File: src/rtl/srlc_pkg.sv
package srlc_pkg;
    localparam int ADDR_W = 15;
    localparam int DATA_W = 16;
    localparam int LANE_W = 8;
    localparam int LANES  = DATA_W / LANE_W;

    typedef enum logic [1:0] {
        PH_IDLE  = 2'd0,
        PH_READ  = 2'd1,
        PH_WRITE = 2'd2,
        PH_WHOLD = 2'd3
    } phase_e;

    typedef struct packed {
        logic ce_n;
        logic we_n;
        logic oe_n;
        logic drive;
    } strobe_t;

    function automatic strobe_t strobe_of(phase_e ph);
        strobe_t s;
        case (ph)
            PH_READ:  s = '{ce_n: 1'b0, we_n: 1'b1, oe_n: 1'b0, drive: 1'b0};
            PH_WRITE: s = '{ce_n: 1'b0, we_n: 1'b0, oe_n: 1'b1, drive: 1'b1};
            PH_WHOLD: s = '{ce_n: 1'b0, we_n: 1'b1, oe_n: 1'b1, drive: 1'b1};
            default:  s = '{ce_n: 1'b1, we_n: 1'b1, oe_n: 1'b1, drive: 1'b0};
        endcase
        return s;
    endfunction
endpackage

File: src/rtl/srlc_seq.sv
module srlc_seq
    import srlc_pkg::*;
#(
    parameter int RD_CYCLES = 2,
    parameter int WR_CYCLES = 2
) (
    input  logic    clk,
    input  logic    rst,
    input  logic    accept,
    input  logic    acc_write,
    output phase_e  phase_q,
    output phase_e  phase_d,
    output strobe_t strobe_q,
    output logic    capture
);
    localparam int MAXC = (RD_CYCLES > WR_CYCLES) ? RD_CYCLES : WR_CYCLES;
    localparam int CW   = $clog2(MAXC + 1);
    localparam logic [CW-1:0] RD_LOAD = CW'(RD_CYCLES - 1);
    localparam logic [CW-1:0] WR_LOAD = CW'(WR_CYCLES - 1);

    logic [CW-1:0] cnt_q, cnt_d;

    always_comb begin
        phase_d = phase_q;
        cnt_d   = cnt_q;
        capture = 1'b0;
        case (phase_q)
            PH_IDLE: begin
                if (accept) begin
                    phase_d = acc_write ? PH_WRITE : PH_READ;
                    cnt_d   = acc_write ? WR_LOAD : RD_LOAD;
                end
            end
            PH_READ: begin
                if (cnt_q == '0) begin
                    phase_d = PH_IDLE;
                    capture = 1'b1;
                end else begin
                    cnt_d = cnt_q - 1'b1;
                end
            end
            PH_WRITE: begin
                if (cnt_q == '0) phase_d = PH_WHOLD;
                else             cnt_d   = cnt_q - 1'b1;
            end
            default: phase_d = PH_IDLE;
        endcase
    end

    always_ff @(posedge clk) begin
        if (rst) begin
            phase_q  <= PH_IDLE;
            cnt_q    <= '0;
            strobe_q <= strobe_of(PH_IDLE);
        end else begin
            phase_q  <= phase_d;
            cnt_q    <= cnt_d;
            strobe_q <= strobe_of(phase_d);
        end
    end
endmodule

File: src/rtl/srlc_lanes.sv
module srlc_lanes
    import srlc_pkg::*;
(
    input  logic              clk,
    input  logic              rst,
    input  logic              accept,
    input  logic              active_d,
    input  logic              capture,
    input  logic [ADDR_W-1:0] req_addr,
    input  logic [DATA_W-1:0] req_wdata,
    input  logic [LANES-1:0]  req_lanes,
    input  logic [DATA_W-1:0] mem_dq_i,
    output logic [ADDR_W-1:0] addr_q,
    output logic [DATA_W-1:0] wdata_q,
    output logic [LANES-1:0]  be_n_q,
    output logic              rsp_valid,
    output logic [DATA_W-1:0] rsp_rdata
);
    logic [LANES-1:0] lanes_q;

    always_ff @(posedge clk) begin
        if (rst) begin
            addr_q    <= '0;
            wdata_q   <= '0;
            lanes_q   <= '0;
            rsp_valid <= 1'b0;
        end else begin
            rsp_valid <= capture;
            if (accept) begin
                addr_q  <= req_addr;
                wdata_q <= req_wdata;
                lanes_q <= req_lanes;
            end
        end
    end

    for (genvar g = 0; g < LANES; g++) begin : g_lane
        logic sel;
        assign sel = accept ? req_lanes[g] : lanes_q[g];

        always_ff @(posedge clk) begin
            if (rst) begin
                be_n_q[g]                     <= 1'b1;
                rsp_rdata[g*LANE_W +: LANE_W] <= '0;
            end else begin
                be_n_q[g] <= !(active_d && sel);
                if (capture)
                    rsp_rdata[g*LANE_W +: LANE_W] <=
                        lanes_q[g] ? mem_dq_i[g*LANE_W +: LANE_W] : '0;
            end
        end
    end
endmodule

File: src/rtl/sram_lane_ctrl.sv
module sram_lane_ctrl
    import srlc_pkg::*;
#(
    parameter int RD_CYCLES = 2,
    parameter int WR_CYCLES = 2
) (
    input  logic              clk,
    input  logic              rst,
    input  logic              req_valid,
    output logic              req_ready,
    input  logic              req_write,
    input  logic [ADDR_W-1:0] req_addr,
    input  logic [DATA_W-1:0] req_wdata,
    input  logic [LANES-1:0]  req_lanes,
    output logic              rsp_valid,
    output logic [DATA_W-1:0] rsp_rdata,
    output logic [ADDR_W-1:0] mem_addr,
    output logic              mem_ce_n,
    output logic              mem_we_n,
    output logic              mem_oe_n,
    output logic              mem_lb_n,
    output logic              mem_ub_n,
    output logic [DATA_W-1:0] mem_dq_o,
    output logic              mem_dq_oe,
    input  logic [DATA_W-1:0] mem_dq_i
);
    phase_e         phase_q, phase_d;
    strobe_t        strobe_q;
    logic           capture;
    logic           accept;
    logic [LANES-1:0] be_n_q;

    assign req_ready = (phase_q == PH_IDLE);
    assign accept    = req_valid && req_ready;

    srlc_seq #(.RD_CYCLES(RD_CYCLES), .WR_CYCLES(WR_CYCLES)) u_seq (
        .clk      (clk),
        .rst      (rst),
        .accept   (accept),
        .acc_write(req_write),
        .phase_q  (phase_q),
        .phase_d  (phase_d),
        .strobe_q (strobe_q),
        .capture  (capture)
    );

    srlc_lanes u_lanes (
        .clk      (clk),
        .rst      (rst),
        .accept   (accept),
        .active_d (phase_d != PH_IDLE),
        .capture  (capture),
        .req_addr (req_addr),
        .req_wdata(req_wdata),
        .req_lanes(req_lanes),
        .mem_dq_i (mem_dq_i),
        .addr_q   (mem_addr),
        .wdata_q  (mem_dq_o),
        .be_n_q   (be_n_q),
        .rsp_valid(rsp_valid),
        .rsp_rdata(rsp_rdata)
    );

    assign mem_ce_n  = strobe_q.ce_n;
    assign mem_we_n  = strobe_q.we_n;
    assign mem_oe_n  = strobe_q.oe_n;
    assign mem_dq_oe = strobe_q.drive;
    assign mem_lb_n  = be_n_q[0];
    assign mem_ub_n  = be_n_q[1];
endmodule

File: config.mk
export PLATFORM = sky130hd
export DESIGN_NAME = sram_lane_ctrl
export DESIGN_NICKNAME = d
export VERILOG_FILES = /design/src/rtl/srlc_pkg.sv /design/src/rtl/srlc_seq.sv /design/src/rtl/srlc_lanes.sv /design/src/rtl/sram_lane_ctrl.sv
export SDC_FILE = /design/constraint.sdc
export NUM_CORES = 1
export LEC_CHECK = 0
export ABC_AREA = 1
export BUFFER_PORTS_ARGS = -buffer_cell sky130_fd_sc_hd__clkbuf_2
export CAP_MARGIN = 20
export CORE_MARGIN = 2
export CORE_UTILIZATION = 35
export DETAILED_ROUTE_END_ITERATION = 12
export PLACE_DENSITY = 0.65
export SLEW_MARGIN = 5
export SYNTH_ARGS = -nofsm -noshare
export SYNTH_HDL_FRONTEND = slang
export SYNTH_SLANG_ARGS = --single-unit
File: constraint.sdc
create_clock -name clk -period 1.8 [get_ports clk]
set_input_delay 0.18 -clock clk [delete_from_list [all_inputs] [get_ports clk]]
set_output_delay 0.18 -clock clk [all_outputs]
set_load 0.005 [all_outputs]
### After elaboration in Yosys (flattened, before gate mapping)

Index checks and enable logic that the tools add are counted.

* register bits after elaboration: 60
* word-level logic and storage cells: 48
* output and inout bits: 55
* bits of input ports: 53

* eq/ne operators: 7
* muxes and demuxes: 15
* $add $sub $neg: 1
* reductions and logical operators: 11

Operator list (number)
* $mux W8: 2
* $mux W2: 6
* $pmux W4 S3: 1
* $eq A2 B2 Y1 const B: 3
* $pmux W2 S3: 1
* $eq A2 B1 Y1 const B: 2
* $logic_not A2 Y1: 2
* $mux W1: 4
* $pmux W2 S2: 1
* $reduce_bool A2 Y1: 2
* $logic_and A1 B1 Y1: 3
* $reduce_and A3 Y1: 1
* $logic_not A1 Y1: 2
* $ne A2 B1 Y1 const B: 1
* $ne A2 B2 Y1 const B: 1
* $reduce_or A2 Y1: 1
* $sub A2 B1 Y2 const B: 1

### Depth between registers and ports, before layout

Gate-level depths: netlist (run 1).

* depth after elaboration: 7
* mapped depth: 10
* depth with buffers taken out: 10

### By module

From an unflattened synthesis (run 1), not the netlist that was laid out.

* cells, all modules: 289
* area, all modules: 2322.2 µm²

Modules (own cells, without submodules)
* srlc_lanes: times used 1, cells an instance 223, area each 1869.3 µm², sequential area each 1041.0 µm²
* srlc_seq: times used 1, cells an instance 59, area each 424.2 µm², sequential area each 140.1 µm²
* sram_lane_ctrl: times used 1, cells an instance 7, area each 28.8 µm², sequential area each 0.0 µm²

### Least setup slack after synthesis (run 1)

Ideal clock, no wire load.

* kind: flip-flop to flip-flop
* start: register u_seq.phase_q[0]
* end: register u_seq.strobe_q[3] (netlist name)
* data required time: 1.684 ns
* setup slack: 0.504 ns
* stages on the path, launching flop included: 10
* clock period less this slack: 1.296 ns
* buffers on the path: 0
* setup time: 0.116 ns
* arrival time: 1.180 ns
* path through: dfxtp_1 > inv_1 > ha_1 > nand2_2 > inv_4 > nand2_2 > nand3_2 > nand2_4 > nand2_2 > nand2_1

* word-level cells in the longest chain between the ends: 6
* elaborated cells between the ends (all ways): 12
* those cells by class: eq/ne (5); mux (5); reduce/logical (2)

RTL lines
* from (decl): line srlc_seq.sv:11 `output phase_e phase_q,`
* from (signal assigned): line srlc_seq.sv:56 `phase_q <= phase_d;`
* $logic_not A2 Y1 (*): line sram_lane_ctrl.sv:33 `assign req_ready = (phase_q == PH_IDLE);`
* named net req_ready: line sram_lane_ctrl.sv:10 `output logic req_ready,`
* $logic_and A1 B1 Y1: line sram_lane_ctrl.sv:34 `assign accept = req_valid && req_ready;`
* $mux W2: line srlc_seq.sv:29 `if (accept) begin`
* $pmux W2 S3 (*): line srlc_seq.sv:27 `case (phase_q)`
* $eq A2 B2 Y1 / $eq A2 B1 Y1 (equally long branches): line srlc_pkg.sv:23 `case (ph)`
* $pmux W4 S3 (*): line srlc_pkg.sv:23

Mark *: on every way through the listed nets, which the timed path passes. The rest lies on a longest branch.
A chain may end at the register's enable or synchronous reset.

### Worst setup path in the final report (run 1)

* start: register u_seq.phase_q[0]
* end: register u_lanes.be_n_q[1]

* word-level cells in the longest chain between the ends: 7
* elaborated cells between the ends (all ways): 12
* those cells by class: eq/ne (2); mux (5); reduce/logical (5)

RTL lines
* $logic_not A2 Y1: line srlc_seq.sv:27, sram_lane_ctrl.sv:33
* $logic_and A1 B1 Y1: line sram_lane_ctrl.sv:34
* $mux W2: line srlc_seq.sv:29
* $pmux W2 S3: line srlc_seq.sv:27
* $reduce_bool A2 Y1: line sram_lane_ctrl.sv:51 `.active_d (phase_d != PH_IDLE),`
* $logic_and A1 B1 Y1 (*): line srlc_lanes.sv:46 `be_n_q[g] <= !(active_d && sel);`
* $logic_not A1 Y1 (*): line srlc_lanes.sv:46
* to (signal, indexed assignment): line srlc_lanes.sv:46
* to (decl): line srlc_lanes.sv:15 `output logic [LANES-1:0] be_n_q,`

Every way passes the cells marked *; elsewhere a longest branch is shown, timed or not.

==> impl_metrics.toml, run 1 <==
[logic_synthesis]
synth_area_um2 = 2220
synth.distinct_cells = 20
synth_cells = 277
postSynthAreaPerCell_um2 = 8.013
synth_top_area_share_pct = 54.11
syn_nets = 335
ys_warn_count = 0
synth_area_leader_cell = "dfxtp_1"
yosysSeqAreaShare_pct = 54.11
synthTopCellsByArea = "dfxtp_1, nor2_1, nand3_1"
ys_seq_elements = 60

[placement]
dp_slack_ns = 0.2658
portBuffers = 107
gp_congestion = 0.7901
dp_hpwl_um = 3822

[worst_hold_path]
worstHoldStart = "mem_dq_i[15]"
min_path_type = "in2reg"
holdPathStages = 3
hold_end = "u_lanes.rsp_rdata[15]$_SDFFE_PP0P_"

[clocking]
clk_pin_slew_ns = 0.06
cts_sinks = 60
htree_levels = 3
ctsHoldBuffers = 0
root_buffer = "clkbuf_8"
cts_resized = 0
clkLatencyLatePin_ns = 0.33
clockBufferDepth = 2
numCtsBuffers = 9
cts_tree = "built"
cts_setup_buffers = 0

[routing]
route.detailed.wl_per_inst_um = 11.33
drt-pass1-iter-count = 4
route.antenna.remaining_nets = 0
routed_wl_um = 5279
vias_per_cell = 4.545
drt_iter0_drc = 75
drc_errors = 0
via_count = 2118

[setup_path]
r2r_setup_slack_ns = 0.26
start_kind = "register"
crit_path_cell_trace = "inv_1 -> ha_1 -> nand2_2 -> buf_4 -> o21ai_0 -> nor2_1 -> nand2_1"
reg2regPathDepth = 7
path_delay_family = "flip-flops"
cp.arrival_ns = 1.76
cp_max_fo = 21
r2r_end = "u_lanes.be_n_q[1]$_SDFF_PP1_"
critPathKind = "reg2reg"
cp_slowest_cell = "dfxtp_1"
path_buf_inv = 2
r2r-start = "u_seq.phase_q[0]$_SDFF_PP0_"
worst_ep_required_time_ns = 2.02
worst_setup_path_end_kind = "register"
crit_path_max_incr_delay_ns = 0.38

[cells_and_area]
diodes = 0
fill_cells = 637
multi_input_area_um2 = 879.6
final_util_pct = 47.57
final_nets = 444
ff_latch_area_um2 = 1201
areaGrowthSynthToFinish_pct = 33.77
drive_gt1_share_pct = 34.96

[floorplanning]
die_w_um = 83.64
die_y_um = 83.64
die_area_um2 = 6995
std_cell_rows = 29
core_um2 = 6241
start_util_pct = 35.57
boundaryPins = 108

[power_and_ir_drop]
max-vdd-ir-drop_uv = 515.5
leakagePower_nw = 1.537
p_per_area_nw_per_um2 = 1137
power_mw = 3.376

[sta]
maxSlewViolCount = 0
setup_viol_count_final = 0
setup_tns_ns = 0
hold_ws_ns = 0.06748
worst_pin_slew_ns = 0.3518
hold_viol_final = 0
rsz0062_at_grt = "no"
fin_ws_ns = 0.2588
fin_crit_sh_pct = 85.62
fmax_mhz = 648.9
fin_crit_ns = 1.541
fin_skew_ns = 0.005091
relSlewSlack_pct = 76.49

[global_routing]
grt_max_degree = 25
grt_pass1_vias = 1948
antenna_found_initial = 0
grt.overflow.total = 0
grt_pass1_wl_um = 8597
grtUsageTotal_pct = 15.35

[run_status]
status = "finished clean"

[flow_run]
maxCapViolCount = 0
-- stage by stage --
stage	cell area, um^2	cells
finish	2969	466
global route	2969	466
CTS	2969	466
detailed placement	2813	452
global placement	2813	452
floorplan	2220	277
-- final cells by class --
cell class                 count  area share (%)
inverter                      14           1.854
tap                           77           3.245
sequential                    60           40.46
clock inverter                 3          0.5057
timing repair buffer         113           19.55
clock buffer                  11           4.762
multi-input combinational    188           29.62
-- synthesized netlist by cell type --
cell and number:
buf_2 7, buf_4 3, buf_6 1, clkbuf_1 4
dfxtp_1 60, ha_1 5, inv_1 12, inv_2 1
inv_4 1, nand2_1 32, nand2_2 4, nand2_4 1
nand3_1 36, nand3_2 1, nand4_1 1, nor2_1 71
nor2_4 2, nor3_1 1, o21ai_0 29, o21ai_1 5
-- worst reg2reg max path, stage by stage, from the launching register on --
cell and delay [ns]:
dfxtp_1 0.38, inv_1 0.10, ha_1 0.29, nand2_2 0.13
buf_4 0.22, o21ai_0 0.11, nor2_1 0.14, nand2_1 0.06
-- cell families (layout without fill, tap and decap cells) --
| family | after synthesis | count (layout) | share of synthesized area [%] |
|---|---|---|---|
| flip-flops | 60 | 60 | 54.11 |
| buffers and inverters | 29 | 141 | 6.256 |
| AO/OA/AOI/OAI | 34 | 34 | 7.666 |
| adder cells (fa/ha/maj) | 5 | 5 | 2.818 |
| AND/OR/NAND/NOR | 149 | 149 | 29.14 |
-- cells in the final DEF, fill, tap and decap left out, types with 2 or more instances in the layout --
| cell | n |
|---|---|
| o21ai_1 | 5 |
| nand2_1 | 32 |
| nand2_2 | 4 |
| inv_1 | 12 |
| ha_1 | 5 |
| buf_4 | 6 |
| dfxtp_1 | 60 |
| o21ai_0 | 29 |
| nor2_1 | 71 |
| clkbuf_8 | 10 |
| nand3_1 | 36 |
| clkbuf_2 | 107 |
| nor2_4 | 2 |
| clkinv_2 | 3 |
-- sequential cells by signal, indices dropped and copies added, names as in the netlist --
register / flops
u_lanes.be_n_q: 2
u_lanes.wdata_q: 16
u_lanes.rsp_rdata: 16
u_lanes.lanes_q: 2
u_seq.strobe_q: 4
u_seq.cnt_q: 2
u_seq.phase_q: 2
u_lanes.rsp_valid: 1
u_lanes.addr_q: 15
-- power breakdown --
part / switching, mW / internal (mW)
Clock: 0.482 / 0.514
Sequential: 0.0975 / 1.50
Combinational: 0.454 / 0.325
-- routing by layer --
| layer | track usage, % | part of all wire [%] | up-vias |
|---|---|---|---|
| met3 | 3.956 | 5.1 | 10 |
| met5 | 0 | 0 | - |
| met4 | 8.358 | 2.2 | 0 |
| li1 | - | - | 1100 |
| met1 | 17.91 | 45 | 951 |
| met2 | 25.67 | 47 | 57 |
-- how the worst max path moves through the flow --
stage / from / to / slack, ns / cells past startpoint
2_1_floorplan: u_seq.phase_q[0]$_SDFF_PP0_ / u_seq.strobe_q[3]$_SDFF_PP1_ / 0.50 / 9
3_3_place_gp: u_seq.phase_q[0]$_SDFF_PP0_ / u_lanes.be_n_q[0]$_SDFF_PP1_ / 0.35 / 7
3_5_place_dp: u_seq.phase_q[0]$_SDFF_PP0_ / u_lanes.wdata_q[14]$_SDFFE_PP0P_ / 0.27 / 7
4_1_cts: u_seq.phase_q[0]$_SDFF_PP0_ / u_lanes.wdata_q[14]$_SDFFE_PP0P_ / 0.25 / 7
5_1_grt: u_seq.phase_q[0]$_SDFF_PP0_ / u_lanes.wdata_q[14]$_SDFFE_PP0P_ / 0.12 / 7
6_report: u_seq.phase_q[0]$_SDFF_PP0_ / u_lanes.be_n_q[1]$_SDFF_PP1_ / 0.26 / 7
Note: power is estimated with default switching activity, not from simulation.
==> run 2: changes to the inputs <==
Settings changed: CAP_MARGIN 20 to 30, CORE_ASPECT_RATIO set to 0.75, HOLD_SLACK_MARGIN set to 0.12.
==> impl_metrics.toml, run 2 (same netlist as run 1, synthesis figures left out) <==
[setup_path]
critPathKind = "reg2reg"
cp_max_fo = 18
worst_setup_path_end_kind = "register"
crit_path_max_incr_delay_ns = 0.33
r2r-start = "u_seq.phase_q[0]$_SDFF_PP0_"
crit_path_cell_trace = "inv_1 -> ha_1 -> nand2_2 -> inv_4 -> buf_4 -> nor2_1 -> nor2_1"
cp_common_cell = "nor2_1"
worst_ep_required_time_ns = 2.06
cp.arrival_ns = 1.80
r2r_end = "u_lanes.wdata_q[13]$_SDFFE_PP0P_"
r2r_setup_slack_ns = 0.26
cp_slowest_cell = "dfxtp_1"
reg2regPathDepth = 7
start_kind = "register"

[floorplanning]
start_util_pct = 35.66
die_w_um = 95.96
core_um2 = 6225
die_area_um2 = 7001
boundaryPins = 108
std_cell_rows = 25
die_y_um = 72.97

[sta]
maxSlewViolCount = 0
relSlewSlack_pct = 75.20
hold_viol_final = 0
worst_pin_slew_ns = 0.3712
setup_viol_count_final = 0
fin_crit_sh_pct = 85.56
setup_tns_ns = 0
fin_ws_ns = 0.2599
fin_skew_ns = 0.009130
rsz0062_at_grt = "no"
fin_crit_ns = 1.540
fmax_mhz = 649.3

[global_routing]
grt.overflow.total = 0
antenna_found_initial = 0
grt_pass1_vias = 2130
grt_max_degree = 21
grtUsageTotal_pct = 17.55
grt_pass1_wl_um = 9377

[cells_and_area]
final_cell_mix = "clkbuf_2, nor2_1, dfxtp_1, dlygate4sd3_1, nand3_1"
layout_commonest_cell = "clkbuf_2"
top_regs = "u_lanes.rsp_rdata (16), u_lanes.wdata_q (16), u_lanes.addr_q (15)"
diodes = 0
fill_cells = 590
final_nets = 490
drive_gt1_share_pct = 31.49
areaGrowthSynthToFinish_pct = 55.58

[clocking]
clk_pin_slew_ns = 0.06
htree_levels = 3
clockBufferDepth = 2
root_buffer = "clkbuf_8"
cts_resized = 0
cts_setup_buffers = 0
numCtsBuffers = 9
ctsHoldBuffers = 46
cts_sinks = 60
cts_tree = "built"
clkLatencyLatePin_ns = 0.33

[routing]
route.antenna.remaining_nets = 0
route.detailed.wl_per_inst_um = 11.09
drt-pass1-iter-count = 4
via_count = 2290
vias_per_cell = 4.438
routed_wl_um = 5721
drc_errors = 0
drt_iter0_drc = 71

[power_and_ir_drop]
p_comb_share_pct = 24.6
leakagePower_nw = 1.739
max-vdd-ir-drop_uv = 522.8
pwr-share-seq_pct = 45.3
p_clk_share_pct = 30.2
p_sw_mw = 1.053
p_per_area_nw_per_um2 = 1025
p_int_mw = 2.486
sw_frac_of_total_pct = 29.75

[worst_hold_path]
hold_end = "u_lanes.addr_q[10]$_SDFFE_PP0P_"
min_path_type = "in2reg"
worstHoldStart = "req_addr[10]"
holdPathStages = 3

[run_status]
status = "finished clean"

[placement]
dp_hpwl_um = 3878
portBuffers = 107
gp_congestion = 0.7775
dp_slack_ns = 0.2730

[flow_run]
maxCapViolCount = 0
[run 2: cell count changes in the layout (fill, tap and decap cells not counted)]
cell / previous run / this run
dlygate4sd3_1: 0 / 46
clkbuf_1: 1 / 0
clkinv_2: 3 / 2
clkbuf_8: 10 / 12
[run 2: metal layers]
| metal | share of wire, % | GRT usage, % |
|---|---|---|
| met4 | 1.1 | 6.508 |
| met2 | 47 | 27.89 |
| met3 | 6.8 | 7.955 |
| met1 | 45 | 20.96 |
| met5 | 0 | 0 |
[run 2: how the worst max path moves through the flow]
| stage | cells past startpoint | end | slack [ns] | from |
|---|---|---|---|---|
| 6_report | 7 | u_lanes.wdata_q[13]$_SDFFE_PP0P_ | 0.26 | u_seq.phase_q[0]$_SDFF_PP0_ |
| 5_1_grt | 7 | u_lanes.wdata_q[13]$_SDFFE_PP0P_ | 0.10 | u_seq.phase_q[0]$_SDFF_PP0_ |
| 4_1_cts | 7 | u_lanes.addr_q[10]$_SDFFE_PP0P_ | 0.26 | u_seq.phase_q[0]$_SDFF_PP0_ |
| 3_5_place_dp | 7 | u_lanes.addr_q[10]$_SDFFE_PP0P_ | 0.27 | u_seq.phase_q[0]$_SDFF_PP0_ |
| 3_3_place_gp | 7 | u_lanes.be_n_q[1]$_SDFF_PP1_ | 0.34 | u_seq.phase_q[0]$_SDFF_PP0_ |
| 2_1_floorplan | 9 | u_seq.strobe_q[3]$_SDFF_PP1_ | 0.50 | u_seq.phase_q[0]$_SDFF_PP0_ |
[run 2: area by class of cell]
type,instances,area (um^2),area share (%)
repair buffers,159,1041,30.14
well taps,81,101.3,2.935
clock buffers,12,165.2,4.783
inverters,14,55.05,1.594
flip-flops and latches,60,1201,34.78
clock inverters,2,10.01,0.2899
multi-input cells,188,879.6,25.47
[run 2: power by group through the flow]
stage          clock network, mW  logic [mW]  registers, mW
2_1_floorplan                  0       0.487           1.62
3_3_place_gp                   0       0.783           1.63
3_5_place_dp                   0       0.796           1.63
4_1_cts                     1.12       0.875           1.60
5_1_grt                     1.16       0.999           1.62
6_report                    1.07       0.869           1.60
[run 2: metrics by stage]
step	utilization (%)	hold slack [ns]	instances	instance area [um^2]	total power, mW
6_report	55.48	0.1240	516	3453	3.538
5_1_grt	55.48	0.1489	516	3453	3.786
2_1_floorplan	-	0.2491	277	2220	2.108
4_1_cts	55.48	0.1230	516	3453	3.593
3_3_place_gp	45.27	0.3993	456	2818	2.410
3_5_place_dp	45.27	0.4058	456	2818	2.426
[run 2: worst max-delay path, delay by kind of cell (launching register included)]
kind	cells	cell delay (ns)
buffers and inverters	3	0.56
flip-flops	1	0.33
adder cells (fa/ha/maj)	1	0.30
AND/OR/NAND/NOR	3	0.29
==> run 3: changes to the inputs <==
Settings changed: MAX_ROUTING_LAYER set to met4.
==> impl_metrics.toml, run 3 (same netlist as run 1, synthesis figures left out) <==
[sta]
fin_ws_ns = 0.2576
fin_crit_ns = 1.542
setup_tns_ns = 0
rsz0062_at_grt = "no"
setup_viol_count_final = 0
hold_viol_final = 0
maxSlewViolCount = 0
relSlewSlack_pct = 75.20
fmax_mhz = 648.3
fin_crit_sh_pct = 85.69
worst_pin_slew_ns = 0.3711
fin_skew_ns = 0.01032

[setup_path]
cp_common_cell = "nor2_1"
start_kind = "register"
cp_slowest_cell = "dfxtp_1"
path_buf_inv = 3
cp.arrival_ns = 1.81
crit_path_cell_trace = "inv_1 -> ha_1 -> nand2_2 -> inv_4 -> buf_4 -> nor2_1 -> nor2_1"
worst_ep_required_time_ns = 2.06
critPathKind = "reg2reg"
r2r_setup_slack_ns = 0.26
worst_setup_path_end_kind = "register"
path_delay_family = "buffers and inverters"
crit_path_max_incr_delay_ns = 0.33
cp_max_fo = 18

[cells_and_area]
diodes = 0
areaGrowthSynthToFinish_pct = 55.58
top_regs = "u_lanes.rsp_rdata (16), u_lanes.wdata_q (16), u_lanes.addr_q (15)"
drive_gt1_share_pct = 31.49
fin_cells = 516
final_cell_mix = "clkbuf_2, nor2_1, dfxtp_1, dlygate4sd3_1, nand3_1"
final_nets = 490
layout_commonest_cell = "clkbuf_2"

[worst_hold_path]
min_path_type = "in2reg"

[clocking]
clockBufferDepth = 2
clkLatencyLatePin_ns = 0.33
numCtsBuffers = 9
root_buffer = "clkbuf_8"
htree_levels = 3
clk_pin_slew_ns = 0.06
cts_tree = "built"
cts_sinks = 60

[routing]
routed_wl_um = 5740
drt-pass1-iter-count = 4
drt_iter0_drc = 67
route.antenna.remaining_nets = 0
via_count = 2297
vias_per_cell = 4.452
route.detailed.wl_per_inst_um = 11.12
drc_errors = 0

[power_and_ir_drop]
leakagePower_nw = 1.739
pwr-share-seq_pct = 45.2
power_mw = 3.540
p_sw_mw = 1.054
p_int_mw = 2.486
p_comb_share_pct = 24.6
max-vdd-ir-drop_uv = 521.8
p_clk_share_pct = 30.2
sw_frac_of_total_pct = 29.78
p_per_area_nw_per_um2 = 1025

[floorplanning]
boundaryPins = 108
die_w_um = 95.96
start_util_pct = 35.66
die_area_um2 = 7001
std_cell_rows = 25
die_y_um = 72.97
core_um2 = 6225

[placement]
dp_cells = 456
portBuffers = 107
dp_hpwl_um = 3878
gp_congestion = 0.7881
dp_slack_ns = 0.2730

[global_routing]
grt_pass1_vias = 2134
antenna_found_initial = 0
grt.overflow.total = 0
grt_max_degree = 21
grtUsageTotal_pct = 18.08
grt_pass1_wl_um = 9370

[run_status]
status = "finished clean"

[flow_run]
maxCapViolCount = 0
[run 3: cell counts in the layout (fill, tap and decap cells not counted)]
No cell type changed its count.
[run 3: layout make-up]
class / count / area [um^2]
Fill cell: 590 / 2771
Timing Repair Buffer: 159 / 1041
Inverter: 14 / 55.05
Tap cell: 81 / 101.3
Multi-Input combinational cell: 188 / 879.6
Sequential cell: 60 / 1201
Clock inverter: 2 / 10.01
Clock buffer: 12 / 165.2
[run 3: worst min-delay path: cells and delay by family]
| kind | cells | cell delay (ns) |
|---|---|---|
| compound gates | 1 | 0.07 |
| buf+inv | 1 | 0.07 |
| simple gates | 1 | 0.09 |
[run 3: routing by layer]
| layer | up-vias | GRT usage [%] | wire, um |
|---|---|---|---|
| met1 | 1028 | 21.22 | 2588 |
| met4 | 0 | 6.508 | 53 |
| li1 | 1197 | - | - |
| met2 | 67 | 27.89 | 2733 |
| met3 | 5 | 7.541 | 365 |
| met5 | - | - | 0 |
[run 3: worst paths after layout]
kind / startpoint / to / depth (start not counted)
min: req_addr[10] / u_lanes.addr_q[10]$_SDFFE_PP0P_ / 3
min reg2reg: u_lanes.rsp_rdata[0]$_SDFFE_PP0P_ / u_lanes.rsp_rdata[0]$_SDFFE_PP0P_ / 2
max: u_seq.phase_q[0]$_SDFF_PP0_ / u_lanes.wdata_q[13]$_SDFFE_PP0P_ / 7
max reg2reg: u_seq.phase_q[0]$_SDFF_PP0_ / u_lanes.wdata_q[13]$_SDFFE_PP0P_ / 7
[run 3: what timing repair did]
item / in CTS / in global routing
gates resized for setup: 0 / 0
hold endpoints to repair: 46 / 0
hold buffers: 46 / 0
buffers inserted: 0 / 0
[run 3: through the flow]
step | cell area, um^2 | utilization, % | hold WS, ns
floorplan | 2220 | - | 0.2491
global placement | 2818 | 45.27 | 0.3993
detailed placement | 2818 | 45.27 | 0.4058
CTS | 3453 | 55.48 | 0.1230
global route | 3453 | 55.48 | 0.1489
finish | 3453 | 55.48 | 0.1234
[run 3: power by group through the flow]
stage / registers (mW) / logic [mW] / clock network (mW)
CTS: 1.60 / 0.875 / 1.12
global placement: 1.63 / 0.783 / 0
detailed placement: 1.63 / 0.796 / 0
finish: 1.60 / 0.870 / 1.07
floorplan: 1.62 / 0.487 / 0
global route: 1.62 / 0.999 / 1.16
